[src/rtl/dbrk_pkg.sv]
package dbrk_pkg;
    localparam int WORD_W = 12;

    typedef enum logic [1:0] {
        ST_IDLE  = 2'd0,
        ST_COUNT = 2'd1,
        ST_ADDR  = 2'd2,
        ST_XFER  = 2'd3
    } brk_state_e;

    typedef struct packed {
        logic count;
        logic addr;
        logic xfer;
        logic busy;
    } brk_phase_t;
endpackage

[src/rtl/dbrk_sequencer.sv]
module dbrk_sequencer
    import dbrk_pkg::*;
(
    input  logic       clk,
    input  logic       rst_n,
    input  logic       start,
    output brk_phase_t phase
);
    brk_state_e state_q, state_d;

    always_ff @(posedge clk or negedge rst_n) begin
        if (!rst_n) state_q <= ST_IDLE;
        else        state_q <= state_d;
    end

    always_comb begin
        state_d = state_q;
        unique case (state_q)
            ST_IDLE:  if (start) state_d = ST_COUNT;
            ST_COUNT: state_d = ST_ADDR;
            ST_ADDR:  state_d = ST_XFER;
            ST_XFER:  state_d = ST_IDLE;
            default:  state_d = ST_IDLE;
        endcase
    end

    always_comb begin
        phase = '0;
        unique case (state_q)
            ST_IDLE:  phase = '0;
            ST_COUNT: begin phase.count = 1'b1; phase.busy = 1'b1; end
            ST_ADDR:  begin phase.addr  = 1'b1; phase.busy = 1'b1; end
            ST_XFER:  begin phase.xfer  = 1'b1; phase.busy = 1'b1; end
            default:  phase = '0;
        endcase
    end
endmodule

[src/rtl/dbrk_ptr_unit.sv]
module dbrk_ptr_unit #(
    parameter int WORD_W = 12
) (
    input  logic              clk,
    input  logic              rst_n,
    input  logic              in_count,
    input  logic              in_addr,
    input  logic [WORD_W-1:0] rd_word,
    output logic [WORD_W-1:0] inc_word,
    output logic [WORD_W-1:0] cur_ptr,
    output logic              last_word
);
    localparam logic [WORD_W-1:0] ONE = WORD_W'(1);

    // modular increment shared by both bookkeeping cycles
    assign inc_word = rd_word + ONE;

    always_ff @(posedge clk or negedge rst_n) begin
        if (!rst_n) begin
            cur_ptr   <= '0;
            last_word <= 1'b0;
        end else begin
            if (in_count) last_word <= (inc_word == '0);
            if (in_addr)  cur_ptr   <= inc_word;
        end
    end
endmodule

[src/rtl/dbrk_addr_mux.sv]
module dbrk_addr_mux #(
    parameter int                WORD_W   = 12,
    parameter int                CHANNELS = 4,
    parameter logic [WORD_W-1:0] PTR_BASE = 12'd24
) (
    input  logic [$clog2(CHANNELS)-1:0] chan,
    input  logic                        in_count,
    input  logic                        in_addr,
    input  logic [WORD_W-1:0]           cur_ptr,
    output logic [WORD_W-1:0]           addr
);
    localparam int CH_W  = $clog2(CHANNELS);
    localparam int PAD_W = WORD_W - CH_W - 1;

    logic [WORD_W-1:0] pair_base;

    generate
        if (PAD_W > 0) begin : g_pad
            assign pair_base = PTR_BASE + {{PAD_W{1'b0}}, chan, 1'b0};
        end else begin : g_nopad
            assign pair_base = PTR_BASE + WORD_W'({chan, 1'b0});
        end
    endgenerate

    always_comb begin
        if (in_count)     addr = pair_base;
        else if (in_addr) addr = pair_base | WORD_W'(1);
        else              addr = cur_ptr;
    end
endmodule

[src/rtl/dbrk_engine.sv]
module dbrk_engine
    import dbrk_pkg::*;
#(
    parameter int                CHANNELS = 4,
    parameter logic [WORD_W-1:0] PTR_BASE = 12'd24,
    localparam int               CH_W     = $clog2(CHANNELS)
) (
    input  logic              clk,
    input  logic              rst_n,
    input  logic              cpu_cycle_end,
    output logic              cpu_hold,
    input  logic              brk_req,
    input  logic [CH_W-1:0]   brk_chan,
    input  logic              brk_dir_in,
    input  logic [WORD_W-1:0] dev_wdata,
    output logic [WORD_W-1:0] dev_rdata,
    output logic              brk_ack,
    output logic              brk_ovf,
    output logic [WORD_W-1:0] mem_addr,
    output logic              mem_we,
    output logic [WORD_W-1:0] mem_wdata,
    input  logic [WORD_W-1:0] mem_rdata
);
    brk_phase_t        phase;
    logic              start;
    logic [CH_W-1:0]   chan_q;
    logic              dir_q;
    logic [WORD_W-1:0] inc_word;
    logic [WORD_W-1:0] cur_ptr;
    logic              last_word;

    assign start = brk_req & cpu_cycle_end & ~phase.busy;

    always_ff @(posedge clk or negedge rst_n) begin
        if (!rst_n) begin
            chan_q <= '0;
            dir_q  <= 1'b0;
        end else if (start) begin
            chan_q <= brk_chan;
            dir_q  <= brk_dir_in;
        end
    end

    dbrk_sequencer u_seq (
        .clk   (clk),
        .rst_n (rst_n),
        .start (start),
        .phase (phase)
    );

    dbrk_ptr_unit #(.WORD_W(WORD_W)) u_ptr (
        .clk       (clk),
        .rst_n     (rst_n),
        .in_count  (phase.count),
        .in_addr   (phase.addr),
        .rd_word   (mem_rdata),
        .inc_word  (inc_word),
        .cur_ptr   (cur_ptr),
        .last_word (last_word)
    );

    dbrk_addr_mux #(
        .WORD_W   (WORD_W),
        .CHANNELS (CHANNELS),
        .PTR_BASE (PTR_BASE)
    ) u_addr (
        .chan     (chan_q),
        .in_count (phase.count),
        .in_addr  (phase.addr),
        .cur_ptr  (cur_ptr),
        .addr     (mem_addr)
    );

    assign cpu_hold  = phase.busy;
    assign brk_ack   = phase.xfer;
    assign brk_ovf   = phase.xfer & last_word;
    assign mem_we    = phase.count | phase.addr | (phase.xfer & dir_q);
    assign mem_wdata = phase.xfer ? dev_wdata : inc_word;
    assign dev_rdata = (phase.xfer & ~dir_q) ? mem_rdata : '0;
endmodule

[config.mk]
export PLATFORM = sky130hd
export DESIGN_NAME = dbrk_engine
export DESIGN_NICKNAME = d
export VERILOG_FILES = /design/src/rtl/dbrk_pkg.sv /design/src/rtl/dbrk_sequencer.sv /design/src/rtl/dbrk_ptr_unit.sv /design/src/rtl/dbrk_addr_mux.sv /design/src/rtl/dbrk_engine.sv
export SDC_FILE = /design/constraint.sdc
export NUM_CORES = 1
export LEC_CHECK = 0
export ABC_AREA = 1
export CAP_MARGIN = 20
export CELL_PAD_IN_SITES_DETAIL_PLACEMENT = 0
export CELL_PAD_IN_SITES_GLOBAL_PLACEMENT = 1
export CORE_UTILIZATION = 28
export CTS_CLUSTER_DIAMETER = 30
export DETAILED_ROUTE_END_ITERATION = 10
export PLACE_DENSITY = 0.84
export SLEW_MARGIN = 20
export SYNTH_ARGS = -nofsm -noshare
export SYNTH_HDL_FRONTEND = slang
export SYNTH_HIERARCHICAL = 1
export SYNTH_SLANG_ARGS = --single-unit
[constraint.sdc]
create_clock -name clk -period 2.07 [get_ports clk]
set_clock_uncertainty 0.1 [all_clocks]
set_input_delay 0.3105 -clock clk [delete_from_list [all_inputs] [get_ports clk]]
set_output_delay 0.3105 -clock clk [all_outputs]
set_load 0.02 [all_outputs]
==> impl_metrics.csv <==
group,metric,value,unit
floorplan,core_area,0.00551,mm²
logic_synthesis,syn_nets,297,
detailed_routing,remaining_drc_errors,0,
power,p_leak,1.53,nW
clocking,cts_made_buffers,3,
detailed_routing,viasPerCell,4.18,
power,p_clk_share,8.1,%
floorplan,ios,71,
sta,hold_viol,0,
clocking,clock_latency,0.25,ns
logic_synthesis,synth_edf_count,0,
sta,rsz0062_at_grt,"true",
power,swShare,49.9,%
logic_synthesis,ys.flop_type,"dfrtp_1",
cells_and_area,nFillCells,585,
detailed_routing,vias,1833,
floorplan,die_y,77.5,µm
cells_and_area,seq_area,450,µm²
floorplan,initial_core_util,28.9,%
setup_path,worst_ep_required_time,1.66,ns
setup_path,critPathKind,"flop to output pin",
setup_path,worstPathMaxFanout,6,
sta,fin_crit,2.02,ns
power,power_frac_seq,21.7,%
logic_synthesis,synth_area,0.00159,mm²
clocking,cts_tree,"built",
setup_path,critPathMaxStageDelay,0.42,ns
floorplan,rows,27,
setup_path,worstPathArrival,1.61,ns
sta,timing.fmax,496,MHz
floorplan,die_w,77.5,µm
setup_path,crit_chain,"inv_1 > ha_2 > nor2_2 > buf_4 > nand2_1 > dlygate4sd2_1",
logic_synthesis,synth_top_cell_area_share,28.3,%
logic_synthesis,synthTopCellsByCount,"91 x nand2_1, 55 x inv_1, 22 x nor2_1",
grt,grt_max_degree,20,
sta,timing.final.crit_share,97.4,%
cells_and_area,fin_area,0.00262,mm²
min_path,hold_class,"input pin to async pin",
grt,grt.total_usage,15.6,%
logic_synthesis,yosys_warnings,6,
sta,whs,0.291,ns
logic_synthesis,synth-simple-area-share,40.0,%
detailed_routing,finalWirelength,4380,µm
cells_and_area,num_antenna_cells,0,
setup_path,crit_family,"buffers and inverters",
logic_synthesis,synth_compound_area_share,8.24,%
detailed_routing,wl_per_cell,10.0,µm
placement,port_buffers,70,
logic_synthesis,synth_xor_area_share,1.57,%
logic_synthesis,synthMostInstantiatedCell,"nand2_1",
clocking,clk_pin_slew,0.06,ns
setup_path,cp.depth,6,
logic_synthesis,synth_top_family_by_area,"simple AND/OR/NAND/NOR gates",
run,maxCapViolations,0,
logic_synthesis,ys_ff_latch,18,
sta,max_slew_margin,69.2,%
logic_synthesis,synth.mux.area_fraction,0,%
grt,grt_overflow,0,
power,comb_power_share,70.2,%
grt,grt_pass1_vias,1800,
floorplan,die_area,0.00600,mm²
logic_synthesis,synth.distinct_cells,22,
power,power_density,1100,mW/mm²
clocking,h-tree-depth,1,
detailed_routing,antenna_left,0,
cells_and_area,multiInputGateArea,920,µm²
cells_and_area,syn_to_final_growth,64.4,%
setup_path,crit_slowest_cell,"dfrtp_1",
power,internal_power,0.00144,W
logic_synthesis,syn_avg_cell_area,6.13,µm²
setup_path,ff2ff_path_depth,6,
logic_synthesis,synth_top_cell_by_area,"dfrtp_1",
placement,dp_hpwl,3550,µm
run_status,run_status,"finished clean",
setup_path,end_kind,"output pin",
placement,dpl_cell_area,0.00261,mm²
sta,finalSetupViolations,0,
logic_synthesis,ys_async_sr_fraction,100,%
cells_and_area,drive_above_1_share,24.9,%
grt,antenna_found_initial,0,
setup_path,critPathBufInv,3,
cells_and_area,num-nets-final,405,
clocking,cts-root-buf,"clkbuf_8",
sta,worst_pin_slew,0.459,ns
clocking,cts.path.max_buffers,2,
power,total_power,0.00288,W
grt,grt_pass1_wl,7590,µm
clocking,clock-sinks,18,
logic_synthesis,synth_area_leaders,"dfrtp_1 28%, nand2_1 21%, inv_1 13%",
power,switchingPower,0.00143,W
detailed_routing,dr.pass1.iters,4,
logic_synthesis,synth-adder-area-share,4.71,%
placement,place.gp.congestion,0.768,
power,ir_drop,0.000571,V
logic_synthesis,syn_inst,260,
sta,drv_slew,0,
logic_synthesis,synth-seq-area-share,28.3,%
detailed_routing,drtIter0Drc,73,
setup_path,critPathLaunchType,"flop",
-- final timing paths --
check / start / end / slack (ns)
worst max-delay path: u_seq/state_q[0] / mem_addr[3] / 0.05
worst min-delay path: rst_n / u_ptr/cur_ptr[2] / 0.29
worst max register to register: u_seq/state_q[0] / u_ptr/cur_ptr[7] / 0.23
worst min register to register: chan_q[1] / chan_q[1] / 0.37
max in group asynchronous: rst_n / u_ptr/cur_ptr[10] / 1.38
min in group clk: chan_q[1] / chan_q[1] / 0.37
-- layout by cell type (no fill, tap or decap) --
master / instances
ha_4: 1
nand3_2: 1
clkdlybuf4s50_1: 19
clkdlybuf4s15_1: 5
o21ai_0: 12
ha_1: 3
nand3_4: 1
dfrtp_1: 18
nand2_4: 1
a31oi_1: 1
nand4_1: 4
buf_6: 2
xor2_1: 1
dlymetal6s2s_1: 3
clkbuf_8: 3
buf_2: 6
o21bai_1: 2
o21ai_1: 10
ha_2: 2
nand3_1: 8
inv_2: 3
xnor2_2: 1
nor2_1: 20
buf_4: 40
clkbuf_2: 7
nand2_1: 89
clkdlybuf4s15_2: 1
nand2_2: 6
inv_1: 53
nor2_2: 12
dlygate4sd2_1: 26
nor2_4: 4
clkinv_1: 1
-- kinds of logic (layout without fill, tap and decap cells) --
family / after synthesis / in the layout
XOR/XNOR: 2 / 2
flip-flops: 18 / 18
AND/OR/NAND/NOR: 146 / 146
AO/OA/AOI/OAI: 25 / 25
adder cells (fa/ha/maj): 6 / 6
buffers and inverters: 63 / 169
-- area by class of cell --
type / count / share of cell area [%]
Multi-Input combinational cell: 179 / 35.1
Timing Repair Buffer: 109 / 34.5
Sequential cell: 18 / 17.2
Inverter: 57 / 8.17
Tap cell: 72 / 3.44
Clock buffer: 3 / 1.58
-- metal layers --
metal	GRT usage [%]	wire length, µm	up-vias
met5	0	0	-
met4	4.72	57	0
met3	2.35	232	6
met2	27.4	1970	54
met1	19.6	2130	787
li1	-	-	986
-- per-stage QoR --
step / utilization [%] / setup TNS (ns) / worst slack (ns) / instances
finish: 47.6 / 0 / 0.0534 / 438
global route: 47.6 / -0.0377 / -0.0377 / 438
CTS: 47.5 / -0.0388 / -0.0221 / 438
detailed placement: 47.4 / -6.30 / -0.628 / 434
global placement: 47.4 / -5.83 / -0.612 / 434
floorplan: - / 0 / 0.306 / 260
-- power groups by stage --
stage          clock, W  sequential (W)  combinational [W]
6_report       0.000233        0.000624            0.00202
5_1_grt        0.000256        0.000645            0.00225
4_1_cts        0.000241        0.000625            0.00203
3_5_place_dp          0        0.000630            0.00224
3_3_place_gp          0        0.000621            0.00222
2_1_floorplan         0        0.000595            0.00128
-- registers in the layout, indices dropped and copies added (netlist names) --
signal and count:
dir_q 1, u_seq/state_q 2, u_ptr/cur_ptr 12, u_ptr/last_word 1
chan_q 2
-- repair_timing --
action,4_1_cts,5_1_grt
hold buffers,0,0
pin swaps,4,4
setup endpoints to repair,40,23
setup buffers,1,0
endpoints found under the hold margin,0,0
resized for setup,93,32
Power figures use the tool's default switching activity.
